[src/rtl/nat_pkg.sv]
package nat_pkg;
  localparam int ID_W = 10;
  localparam logic [ID_W-1:0] NO_ID = 10'd1023;

  typedef enum logic {ST_IDLE, ST_WALK} walkState_e;

  typedef struct packed {
    logic ackTake;
    logic ackRefuse;
    logic eoiPop;
    logic repend;
    logic walkStart;
    logic walkStep;
    logic walkSplice;
  } ctlStrobe_t;
endpackage

[src/rtl/nat_ctrl.sv]
module nat_ctrl
  import nat_pkg::*;
(
  input  logic       clk,
  input  logic       rstN,
  input  logic       ackReq,
  input  logic       eoiReq,
  input  logic       canAck,
  input  logic       runIdle,
  input  logic       eoiIsRun,
  input  logic       eoiRepend,
  input  logic       linkEnd,
  input  logic       linkHit,
  input  logic       walkExpired,
  output ctlStrobe_t ctl,
  output logic       busy
);
  walkState_e state;
  logic idle;
  logic eoiGo;

  always_comb begin
    idle  = (state == ST_IDLE);
    // acknowledge wins a same-cycle collision; completion on an idle CPU is void
    eoiGo = idle && eoiReq && !ackReq && !runIdle;
    ctl   = '0;
    ctl.ackTake    = idle && ackReq && canAck;
    ctl.ackRefuse  = idle && ackReq && !canAck;
    ctl.repend     = eoiGo && eoiRepend;
    ctl.eoiPop     = eoiGo && eoiIsRun;
    ctl.walkStart  = eoiGo && !eoiIsRun;
    ctl.walkSplice = !idle && !linkEnd && linkHit;
    ctl.walkStep   = !idle && !linkEnd && !linkHit && !walkExpired;
    busy = !idle;
  end

  always_ff @(posedge clk or negedge rstN) begin
    if (!rstN) begin
      state <= ST_IDLE;
    end else begin
      case (state)
        ST_IDLE: if (ctl.walkStart) state <= ST_WALK;
        ST_WALK: if (!ctl.walkStep) state <= ST_IDLE;
        default: state <= ST_IDLE;
      endcase
    end
  end
endmodule

[src/rtl/nat_dpath.sv]
module nat_dpath
  import nat_pkg::*;
#(
  parameter int NUM_CPU = 2,
  parameter int NUM_SRC = 32,
  parameter int PRIO_W  = 8,
  localparam int CPU_W  = (NUM_CPU > 1) ? $clog2(NUM_CPU) : 1,
  localparam int RP_W   = PRIO_W + 1
)(
  input  logic                       clk,
  input  logic                       rstN,
  input  ctlStrobe_t                 ctl,
  input  logic [CPU_W-1:0]           ackCpu,
  input  logic [NUM_CPU*ID_W-1:0]    hiPendId,
  input  logic [CPU_W-1:0]           eoiCpu,
  input  logic [31:0]                eoiData,
  input  logic [NUM_SRC*PRIO_W-1:0]  srcPrio,
  input  logic [NUM_SRC-1:0]         srcEnable,
  input  logic [NUM_SRC-1:0]         srcLevel,
  input  logic [NUM_SRC-1:0]         srcEdge,
  input  logic [NUM_SRC-1:0]         srcAllCpu,
  input  logic [NUM_SRC*NUM_CPU-1:0] srcTarget,
  output logic                       canAck,
  output logic                       runIdle,
  output logic                       eoiIsRun,
  output logic                       eoiRepend,
  output logic                       linkEnd,
  output logic                       linkHit,
  output logic                       walkExpired,
  output logic                       ackValid,
  output logic [ID_W-1:0]            ackId,
  output logic                       pendClrValid,
  output logic [ID_W-1:0]            pendClrId,
  output logic [NUM_CPU-1:0]         pendClrMask,
  output logic                       pendSetValid,
  output logic [ID_W-1:0]            pendSetId,
  output logic [NUM_CPU-1:0]         pendSetMask,
  output logic [NUM_CPU*ID_W-1:0]    runIdFlat,
  output logic [NUM_CPU*RP_W-1:0]    runPrioFlat
);
  localparam int IDX_W = (NUM_SRC > 1) ? $clog2(NUM_SRC) : 1;
  localparam int CNT_W = $clog2(NUM_SRC + 1);
  localparam logic [RP_W-1:0] RP_IDLE = RP_W'(1) << PRIO_W;

  logic [ID_W-1:0]  runId   [NUM_CPU];
  logic [RP_W-1:0]  runPrio [NUM_CPU];
  logic [ID_W-1:0]  predTab [NUM_CPU][NUM_SRC];

  logic [CPU_W-1:0] walkCpu;
  logic [ID_W-1:0]  walkId;
  logic [ID_W-1:0]  cursor;
  logic [CNT_W-1:0] walkCnt;

  logic [ID_W-1:0]  hpId, eoiId, popId, link, spliceVal;
  logic [IDX_W-1:0] hpIdx, eoiIdx;
  logic [RP_W-1:0]  hpPrio, popPrio;

  always_comb begin
    hpId    = hiPendId[int'(ackCpu)*ID_W +: ID_W];
    hpIdx   = hpId[IDX_W-1:0];
    hpPrio  = {1'b0, srcPrio[int'(hpIdx)*PRIO_W +: PRIO_W]};
    canAck  = (hpId < ID_W'(NUM_SRC)) && (hpPrio < runPrio[ackCpu]);

    eoiId     = eoiData[ID_W-1:0];
    eoiIdx    = eoiId[IDX_W-1:0];
    runIdle   = (runId[eoiCpu] == NO_ID);
    eoiIsRun  = (eoiId == runId[eoiCpu]);
    eoiRepend = (eoiId < ID_W'(NUM_SRC)) && !srcEdge[eoiIdx] && srcEnable[eoiIdx]
                && srcLevel[eoiIdx] && srcTarget[int'(eoiIdx)*NUM_CPU + int'(eoiCpu)];

    popId   = predTab[eoiCpu][runId[eoiCpu][IDX_W-1:0]];
    popPrio = (popId == NO_ID) ? RP_IDLE
            : {1'b0, srcPrio[int'(popId[IDX_W-1:0])*PRIO_W +: PRIO_W]};

    link        = predTab[walkCpu][cursor[IDX_W-1:0]];
    spliceVal   = predTab[walkCpu][walkId[IDX_W-1:0]];
    linkEnd     = (link == NO_ID);
    linkHit     = (link == walkId);
    walkExpired = (walkCnt == CNT_W'(NUM_SRC - 1));
  end

  always_ff @(posedge clk or negedge rstN) begin
    if (!rstN) begin
      for (int c = 0; c < NUM_CPU; c++) begin
        runId[c]   <= NO_ID;
        runPrio[c] <= RP_IDLE;
        for (int s = 0; s < NUM_SRC; s++) predTab[c][s] <= NO_ID;
      end
      walkCpu      <= '0;
      walkId       <= NO_ID;
      cursor       <= NO_ID;
      walkCnt      <= '0;
      ackValid     <= 1'b0;
      ackId        <= NO_ID;
      pendClrValid <= 1'b0;
      pendClrId    <= NO_ID;
      pendClrMask  <= '0;
      pendSetValid <= 1'b0;
      pendSetId    <= NO_ID;
      pendSetMask  <= '0;
    end else begin
      ackValid     <= 1'b0;
      pendClrValid <= 1'b0;
      pendSetValid <= 1'b0;
      if (ctl.ackTake) begin
        predTab[ackCpu][hpIdx] <= runId[ackCpu];
        runId[ackCpu]   <= hpId;
        runPrio[ackCpu] <= hpPrio;
        ackValid        <= 1'b1;
        ackId           <= hpId;
        pendClrValid    <= 1'b1;
        pendClrId       <= hpId;
        pendClrMask     <= srcAllCpu[hpIdx] ? '1 : (NUM_CPU'(1) << ackCpu);
      end
      if (ctl.ackRefuse) begin
        ackValid <= 1'b1;
        ackId    <= NO_ID;
      end
      if (ctl.repend) begin
        pendSetValid <= 1'b1;
        pendSetId    <= eoiId;
        pendSetMask  <= NUM_CPU'(1) << eoiCpu;
      end
      if (ctl.eoiPop) begin
        runId[eoiCpu]   <= popId;
        runPrio[eoiCpu] <= popPrio;
      end
      if (ctl.walkStart) begin
        walkCpu <= eoiCpu;
        walkId  <= eoiId;
        cursor  <= runId[eoiCpu];
        walkCnt <= '0;
      end
      if (ctl.walkStep) begin
        cursor  <= link;
        walkCnt <= walkCnt + 1'b1;
      end
      if (ctl.walkSplice) predTab[walkCpu][cursor[IDX_W-1:0]] <= spliceVal;
    end
  end

  for (genvar c = 0; c < NUM_CPU; c++) begin : g_flat
    assign runIdFlat[c*ID_W +: ID_W]   = runId[c];
    assign runPrioFlat[c*RP_W +: RP_W] = runPrio[c];
  end
endmodule

[src/rtl/nest_ack_tracker.sv]
module nest_ack_tracker
  import nat_pkg::*;
#(
  parameter int NUM_CPU = 2,
  parameter int NUM_SRC = 32,
  parameter int PRIO_W  = 8,
  localparam int CPU_W  = (NUM_CPU > 1) ? $clog2(NUM_CPU) : 1,
  localparam int RP_W   = PRIO_W + 1
)(
  input  logic                       clk,
  input  logic                       rstN,
  input  logic                       ackReq,
  input  logic [CPU_W-1:0]           ackCpu,
  input  logic [NUM_CPU*ID_W-1:0]    hiPendId,
  output logic                       ackValid,
  output logic [ID_W-1:0]            ackId,
  input  logic                       eoiReq,
  input  logic [CPU_W-1:0]           eoiCpu,
  input  logic [31:0]                eoiData,
  input  logic [NUM_SRC*PRIO_W-1:0]  srcPrio,
  input  logic [NUM_SRC-1:0]         srcEnable,
  input  logic [NUM_SRC-1:0]         srcLevel,
  input  logic [NUM_SRC-1:0]         srcEdge,
  input  logic [NUM_SRC-1:0]         srcAllCpu,
  input  logic [NUM_SRC*NUM_CPU-1:0] srcTarget,
  output logic                       pendClrValid,
  output logic [ID_W-1:0]            pendClrId,
  output logic [NUM_CPU-1:0]         pendClrMask,
  output logic                       pendSetValid,
  output logic [ID_W-1:0]            pendSetId,
  output logic [NUM_CPU-1:0]         pendSetMask,
  output logic [NUM_CPU*ID_W-1:0]    runIdFlat,
  output logic [NUM_CPU*RP_W-1:0]    runPrioFlat,
  output logic                       busy
);
  ctlStrobe_t ctl;
  logic canAck, runIdle, eoiIsRun, eoiRepend, linkEnd, linkHit, walkExpired;

  nat_ctrl ctrl_i (
    .clk(clk), .rstN(rstN), .ackReq(ackReq), .eoiReq(eoiReq),
    .canAck(canAck), .runIdle(runIdle), .eoiIsRun(eoiIsRun), .eoiRepend(eoiRepend),
    .linkEnd(linkEnd), .linkHit(linkHit), .walkExpired(walkExpired),
    .ctl(ctl), .busy(busy)
  );

  nat_dpath #(.NUM_CPU(NUM_CPU), .NUM_SRC(NUM_SRC), .PRIO_W(PRIO_W)) dpath_i (
    .clk(clk), .rstN(rstN), .ctl(ctl), .ackCpu(ackCpu), .hiPendId(hiPendId),
    .eoiCpu(eoiCpu), .eoiData(eoiData), .srcPrio(srcPrio), .srcEnable(srcEnable),
    .srcLevel(srcLevel), .srcEdge(srcEdge), .srcAllCpu(srcAllCpu), .srcTarget(srcTarget),
    .canAck(canAck), .runIdle(runIdle), .eoiIsRun(eoiIsRun), .eoiRepend(eoiRepend),
    .linkEnd(linkEnd), .linkHit(linkHit), .walkExpired(walkExpired),
    .ackValid(ackValid), .ackId(ackId),
    .pendClrValid(pendClrValid), .pendClrId(pendClrId), .pendClrMask(pendClrMask),
    .pendSetValid(pendSetValid), .pendSetId(pendSetId), .pendSetMask(pendSetMask),
    .runIdFlat(runIdFlat), .runPrioFlat(runPrioFlat)
  );
endmodule

[config.mk]
export PLATFORM = sky130hd
export DESIGN_NAME = nest_ack_tracker
export DESIGN_NICKNAME = d
export VERILOG_FILES = /design/src/rtl/nat_pkg.sv /design/src/rtl/nat_ctrl.sv /design/src/rtl/nat_dpath.sv /design/src/rtl/nest_ack_tracker.sv
export SDC_FILE = /design/constraint.sdc
export NUM_CORES = 2
export LEC_CHECK = 0
export BUFFER_PORTS_ARGS = -buffer_cell sky130_fd_sc_hd__buf_4
export CORE_AREA = 3 3 343 345
export DETAILED_ROUTE_END_ITERATION = 12
export DIE_AREA = 0 0 346 348
export PLACE_DENSITY_LB_ADDON = 0.25
export SYNTH_ARGS = -nofsm -noshare
export SYNTH_HDL_FRONTEND = slang
export SYNTH_SLANG_ARGS = --single-unit
[constraint.sdc]
create_clock -name clk -period 7.1 [get_ports clk]
set_input_delay 0.71 -clock clk [delete_from_list [all_inputs] [get_ports clk]]
set_output_delay 0.71 -clock clk [all_outputs]
set_load 0.1 [all_outputs]
**Word level (Yosys, flattened, before mapping)**

Index checks and enable logic that the tools add are counted.

- Register bits: 738
- Bits of input ports: 506
- Word-level logic and storage cells: 231

- Add/subtract/negate cells: 2
- Multiply operators: 1
- Order comparisons: 18
- Equality and inequality tests: 6
- Shifts and indexed selects: 5
- Mux-type cells: 77
- Bitwise gates (word level): 8
- Reduce and logical (&&, ||, !) cells: 33

Operators with widths:

| operator | count |
|---|---|
| $mux W320 | 8 |
| $bwmux W640 | 2 |
| $mux W640 | 2 |
| $demux W320 S1 | 2 |
| $shiftx A256 B9 Y8 | 2 |
| $mux W10 | 18 |
| $bmux W10 S5 | 3 |
| $demux W10 S5 | 2 |
| $mux W9 | 6 |
| $bwmux W20 | 2 |
| $mux W20 | 2 |
| $bwmux W18 | 2 |
| $mux W18 | 2 |
| $lt A32 B8 Y1 const B | 1 |
| $shiftx A20 B32 Y10 | 1 |
| $eq A10 B10 Y1 const B | 3 |
| $ge A6 B6 Y1 const B | 4 |
| $not A5 Y6 | 4 |
| $logic_and A1 B1 Y1 | 23 |
| $bmux W1 S5 | 4 |
| $demux W10 S1 | 2 |
| $eq A10 B10 Y1 | 2 |
| $lt A10 B6 Y1 const B | 2 |
| $demux W9 S1 | 2 |
| 20 further kinds | 49 |

**Depth between registers and ports, before layout**

- Depth after elaboration: 14
- Depth in mapped cells: 21
- Depth with buffers taken out: 15

**Modules after synthesis**

From an unflattened synthesis, not the netlist that was laid out.

- Cells, all modules: 6127
- Area total of the unflattened synthesis: 56995.9 µm²

By module, submodules not included:

| module | instances | cells an instance | area an instance (µm²) | seq. area each (µm²) |
|---|---|---|---|---|
| nat_dpath | 1 | 6116 | 56887.1 | 19327.3 |
| nat_ctrl | 1 | 11 | 108.9 | 25.0 |

**Worst setup path after synthesis**

OpenSTA, ideal clock, no wires.

- Path type: input-to-reg
- From: input ackCpu
- To: register dpath_i.predTab[598] in the netlist's numbering
- Arrival: 5.619 ns
- Required time: 7.025 ns
- Path slack: 1.406 ns
- Stages: 21
- Path buffers: 6
- Cells stage by stage: buf_2 mux2_2 buf_2 clkbuf_1 buf_1 mux4_2 nor2_1 nor2_1 o21ai_0 inv_1 ha_1 a21o_1 a211oi_1 a31oi_1 nor2_1 clkbuf_1 nand3_1 clkbuf_1 nor2_1 a21oi_1 mux2i_1

- Word-level cells in the longest chain between the ends: 13

Ends and longest elaborated chain:

| what | RTL line | source |
|---|---|---|
| start: declaration | nest_ack_tracker.sv:13 | `input logic [CPU_W-1:0] ackCpu,` |
| branches (longest 10 deep; another with $lt A8 B9 Y1) | - |  |
| $mux W640 * | nat_dpath.sv:105 | `if (ctl.ackTake) begin` |
| $bwmux W640 | nat_dpath.sv:138 | `if (ctl.walkSplice) predTab[walkCpu][cursor[IDX_W-1:0]] <= spliceVal;` |
| $mux W640 * | nat_dpath.sv:138 |  |
| end signal: indexed assignment | nat_dpath.sv:106 | `predTab[ackCpu][hpIdx] <= runId[ackCpu];` |
| end signal: indexed assignment | nat_dpath.sv:138 |  |
| end: declaration | nat_dpath.sv:47 | `logic [ID_W-1:0] predTab [NUM_CPU][NUM_SRC];` |

Mark *: on every way between the ends. The select of a mux whose other input is x is not followed.
A chain may end at the register's enable or synchronous reset.

**Worst setup path in the final report**

- From: register dpath_i.walkCpu
- To: register dpath_i.predTab[564] in the netlist's numbering

- Word-level cells in the longest chain between the ends: 12

Ends and longest elaborated chain:

| what | RTL line | source |
|---|---|---|
| start: declaration | nat_dpath.sv:49 | `logic [CPU_W-1:0] walkCpu;` |
| start signal: assignment | nat_dpath.sv:129 | `walkCpu <= eoiCpu;` |
| $not A1 Y2 (not written as such) * | nat_dpath.sv:75, nat_dpath.sv:76, nat_dpath.sv:138 |  |
| $mux W320 (not written as such) (3 in series) | nat_dpath.sv:75, nat_dpath.sv:76 |  |
| $bmux W10 S5 | nat_dpath.sv:75 | `link = predTab[walkCpu][cursor[IDX_W-1:0]];` |
| $mux W10 (not written as such) (2 in series) | nat_dpath.sv:75 |  |
| $eq A10 B10 Y1 | nat_dpath.sv:77 | `linkEnd = (link == NO_ID);` |
| $logic_not A1 Y1 | nat_ctrl.sv:32 | `ctl.walkSplice = !idle && !linkEnd && linkHit;` |
| $logic_and A1 B1 Y1 (2 in series) | nat_ctrl.sv:32 |  |
| $mux W640 * | nat_dpath.sv:138 |  |

Every way passes the cells marked *; elsewhere a longest branch is shown, timed or not. The select of a mux whose other input is x is not followed.

==> impl_metrics.csv <==
group,metric,value,unit
grt,gr-total-overflow,0,
floorplan,fp-row-count,124,
clock_network,cts_max_level,3,
status,failed_checks,"max-capacitance violations, max-slew violations",
grt,grt_max_degree,195,
worst_setup_path,cp_num_buf_inv,2,
placed_design,dpl.hpwl,197,mm
clock_network,cts_buffer_depth,3,
grt,grt_usage,45.1,%
placed_design,port_buffers,559,
yosys,ys_seq_elements,738,
placed_design,dp.cells,7132,
worst_setup_path,cp_max_fo,42,
detailed_routing,first_pass_iters,7,
timing,holdWs,19.8,ps
yosys,synth_common_cells,"mux2i_1, nor2_1, dfstp_2",
timing,finalCriticalPeriod,6530,ps
clock_network,postCtsSetupBuffers,0,
finish,syn2layout_area_growth,17.0,%
yosys,postSynthAreaPerCell,10.8,sq um
yosys,yosysMostFrequentCell,"mux2i_1",
worst_setup_path,cp.arrival,7130,ps
timing,final-hold-violation-count,0,
floorplan,die_h,348,um
clock_network,cts_buffers,89,
clock_network,hold_buffers,0,
finish,finalNonFillerCells,7335,
worst_setup_path,critPathSlowestCell,"dfrtp_4",
worst_setup_path,cpMostUsedCell,"mux2i_1",
timing,skew,38.4,ps
clock_network,tritoncts,"done",
floorplan,core-area,115000,sq um
worst_setup_path,crit_chain,"buf_12 > mux4_2 > mux2i_1 > o22ai_1 > nor4_1 > o221ai_1 > xnor2_1 > nand4_1 > or3_1 > nand3b_1 > buf_4 > nor2_4 > mux2i_1",
worst_setup_path,required,7700,ps
grt,antenna_found_initial,40,
worst_setup_path,cp-start-kind,"flip-flop",
detailed_routing,drc,0,
timing,fmax,153,MHz
yosys,synth_edf_count,0,
worst_hold_path,hold_path.class,"in2async",
yosys,synth_cell_types,91,
floorplan,die-area,120000,sq um
clock_network,cts-root-buf,"clkbuf_16",
yosys,ys_seq_area_share,33.7,%
detailed_routing,dr_total_vias,53600,
yosys,syn-num-nets,5810,
timing,max_slew.worst_pin.slew,1500,ps
floorplan,initial_core_util,50.1,%
finish,layout-drive-gt1-share,41.2,%
yosys,synth.area.top_cells,"dfstp_2, mux4_2, mux2i_1",
pwr,peakVddDrop,0.324,mV
status,outcome,"complete, but fails checks",
clock_network,cts-resized-gates,0,
worst_setup_path,worstSetupEndpointType,"flip-flop",
detailed_routing,wl_per_cell,37.9,um
yosys,async_reset_ff_share,100,%
clock_network,clkTransAtPathRegs,60,ps
detailed_routing,routed_wl,278,mm
timing,setup_tns,0,ps
clock_network,cts_sinks,738,
clock_network,clock_latency,720,ps
detailed_routing,ant_nets,0,
grt,grt_pass1_vias,50800,
yosys,synth_warnings,0,
floorplan,io_pins,582,
yosys,synthCells,5296,
timing,setup_viol_count_final,0,
yosys,synth_top_area_share,32.4,%
timing,grt_setup_unrepaired,"no",
yosys,synthFlopType,"dfstp_2",
timing,relSlewSlack,-0.696,%
worst_setup_path,critPathMaxStageDelay,1130,ps
finish,fin_nets,6226,
yosys,yosys.area.top_type,"dfstp_2",
pwr,power_leakage,25.1,nW
worst_setup_path,critPathKind,"reg2reg",
timing,period_share,92.0,%
detailed_routing,routed_via_density,7.30,
timing,slew_violations,35,
detailed_routing,drt_iter0_drc,8244,
floorplan,die_w,346,um
grt,grt_pass1_wl,390,mm
flow_run,drv_cap,2,
worst_setup_path,crit_family,"simple AND/OR/NAND/NOR gates",
pwr,p_per_area,271,nW/um^2
yosys,synthesis.area,57400,sq um
placed_design,gp_congestion,1.05,
==> routing by layer <==
metal / vias to the layer above / part of all wire, % / global-route usage, %
met5: - / 0.043 / 0
met4: 18 / 8.5 / 29.3
met3: 1109 / 15 / 17.3
met2: 4626 / 42 / 66.3
met1: 26800 / 35 / 55.7
li1: 21000 / - / -
==> worst reg2reg max path, cell delays in order, from the launching register on <==
cell	delay, ps
dfrtp_4	1130
buf_12	410
mux4_2	550
mux2i_1	810
o22ai_1	160
nor4_1	490
o221ai_1	370
xnor2_1	260
nand4_1	110
or3_1	490
nand3b_1	430
buf_4	390
nor2_4	550
mux2i_1	280
==> layout make-up <==
cell class                      count  area, sq um
Timing Repair Buffer              846         6620
Clock buffer                      126         2590
Tap cell                         1512         1890
Clock inverter                     36          445
Multi-Input combinational cell   4020        36100
Fill cell                        9656        47300
Antenna cell                       40          100
Sequential cell                   738        19400
Inverter                           17         63.8
==> power by group <==
| part | switching (mW) | total (mW) | internal (mW) | leakage [nW] |
|---|---|---|---|---|
| sequential | 0.607 | 5.09 | 4.48 | 7.73 |
| combinational | 5.28 | 8.28 | 2.99 | 15.8 |
| clock | 2.03 | 4.86 | 2.83 | 1.50 |
==> sequential cells by signal, summed over array words and instances, names as in the netlist <==
| signal | count |
|---|---|
| dpath_i.cursor | 5 |
| dpath_i.predTab | 640 |
| dpath_i.walkId | 10 |
| dpath_i.pendClrMask | 2 |
| dpath_i.ackId | 10 |
| dpath_i.pendSetValid | 1 |
| dpath_i.pendClrId | 10 |
| dpath_i.pendSetId | 10 |
| dpath_i.runIdFlat | 20 |
| ctrl_i.busy | 1 |
| dpath_i.walkCpu | 1 |
| dpath_i.ackValid | 1 |
| dpath_i.runPrioFlat | 18 |
| dpath_i.walkCnt | 6 |
| dpath_i.pendSetMask | 2 |
| dpath_i.pendClrValid | 1 |
==> stage by stage <==
stage	setup slack, ps	power, mW	utilization [%]	area, sq um
final	570	18.2	58.7	67200
after detailed placement	713	12.9	55.9	64000
after global routing	616	18.5	58.6	67100
after global placement	825	12.9	55.9	64000
after floorplan	1410	9.75	-	57400
after CTS	1050	17.8	58.5	67000
==> path summary, 6_finish.rpt <==
check	depth (start not counted)	slack, ps	start	endpoint
max	13	570	dpath_i.walkCpu	dpath_i.predTab[564]
min	1	20	rstN	dpath_i.pendClrValid
max reg2reg	13	570	dpath_i.walkCpu	dpath_i.predTab[564]
min reg2reg	1	480	dpath_i.pendClrId[6]	dpath_i.pendClrId[6]
max in group asynchronous	3	5390	rstN	dpath_i.predTab[537]
min in group clk	2	260	eoiData[6]	dpath_i.walkId[6]
==> layout by cell type (no fill, tap or decap), drive strengths merged, types with 39 or more instances in the layout <==
master	netlist	routed
nand3	112	112
nor3	39	39
mux2i	1018	1018
mux4	526	526
dfstp	707	707
o22ai	74	74
nand2	161	161
nor2	757	757
clkbuf	324	126
o21ai	76	76
diode	0	40
nor2b	58	58
a21oi	671	671
a22oi	70	70
mux2	58	58
buf	197	846
==> cell families after synthesis <==
group                    after synthesis  synth area share (%)
XOR/XNOR                              19                 0.290
AND/OR/NAND/NOR                     1316                  11.2
adder cells (fa/ha/maj)                8                 0.174
buffers and inverters                538                  4.18
flip-flops                           738                  33.7
AO/OA/AOI/OAI                       1075                  10.8
multiplexers                        1602                  39.6
No activity file was read; power rests on OpenSTA's default activity.
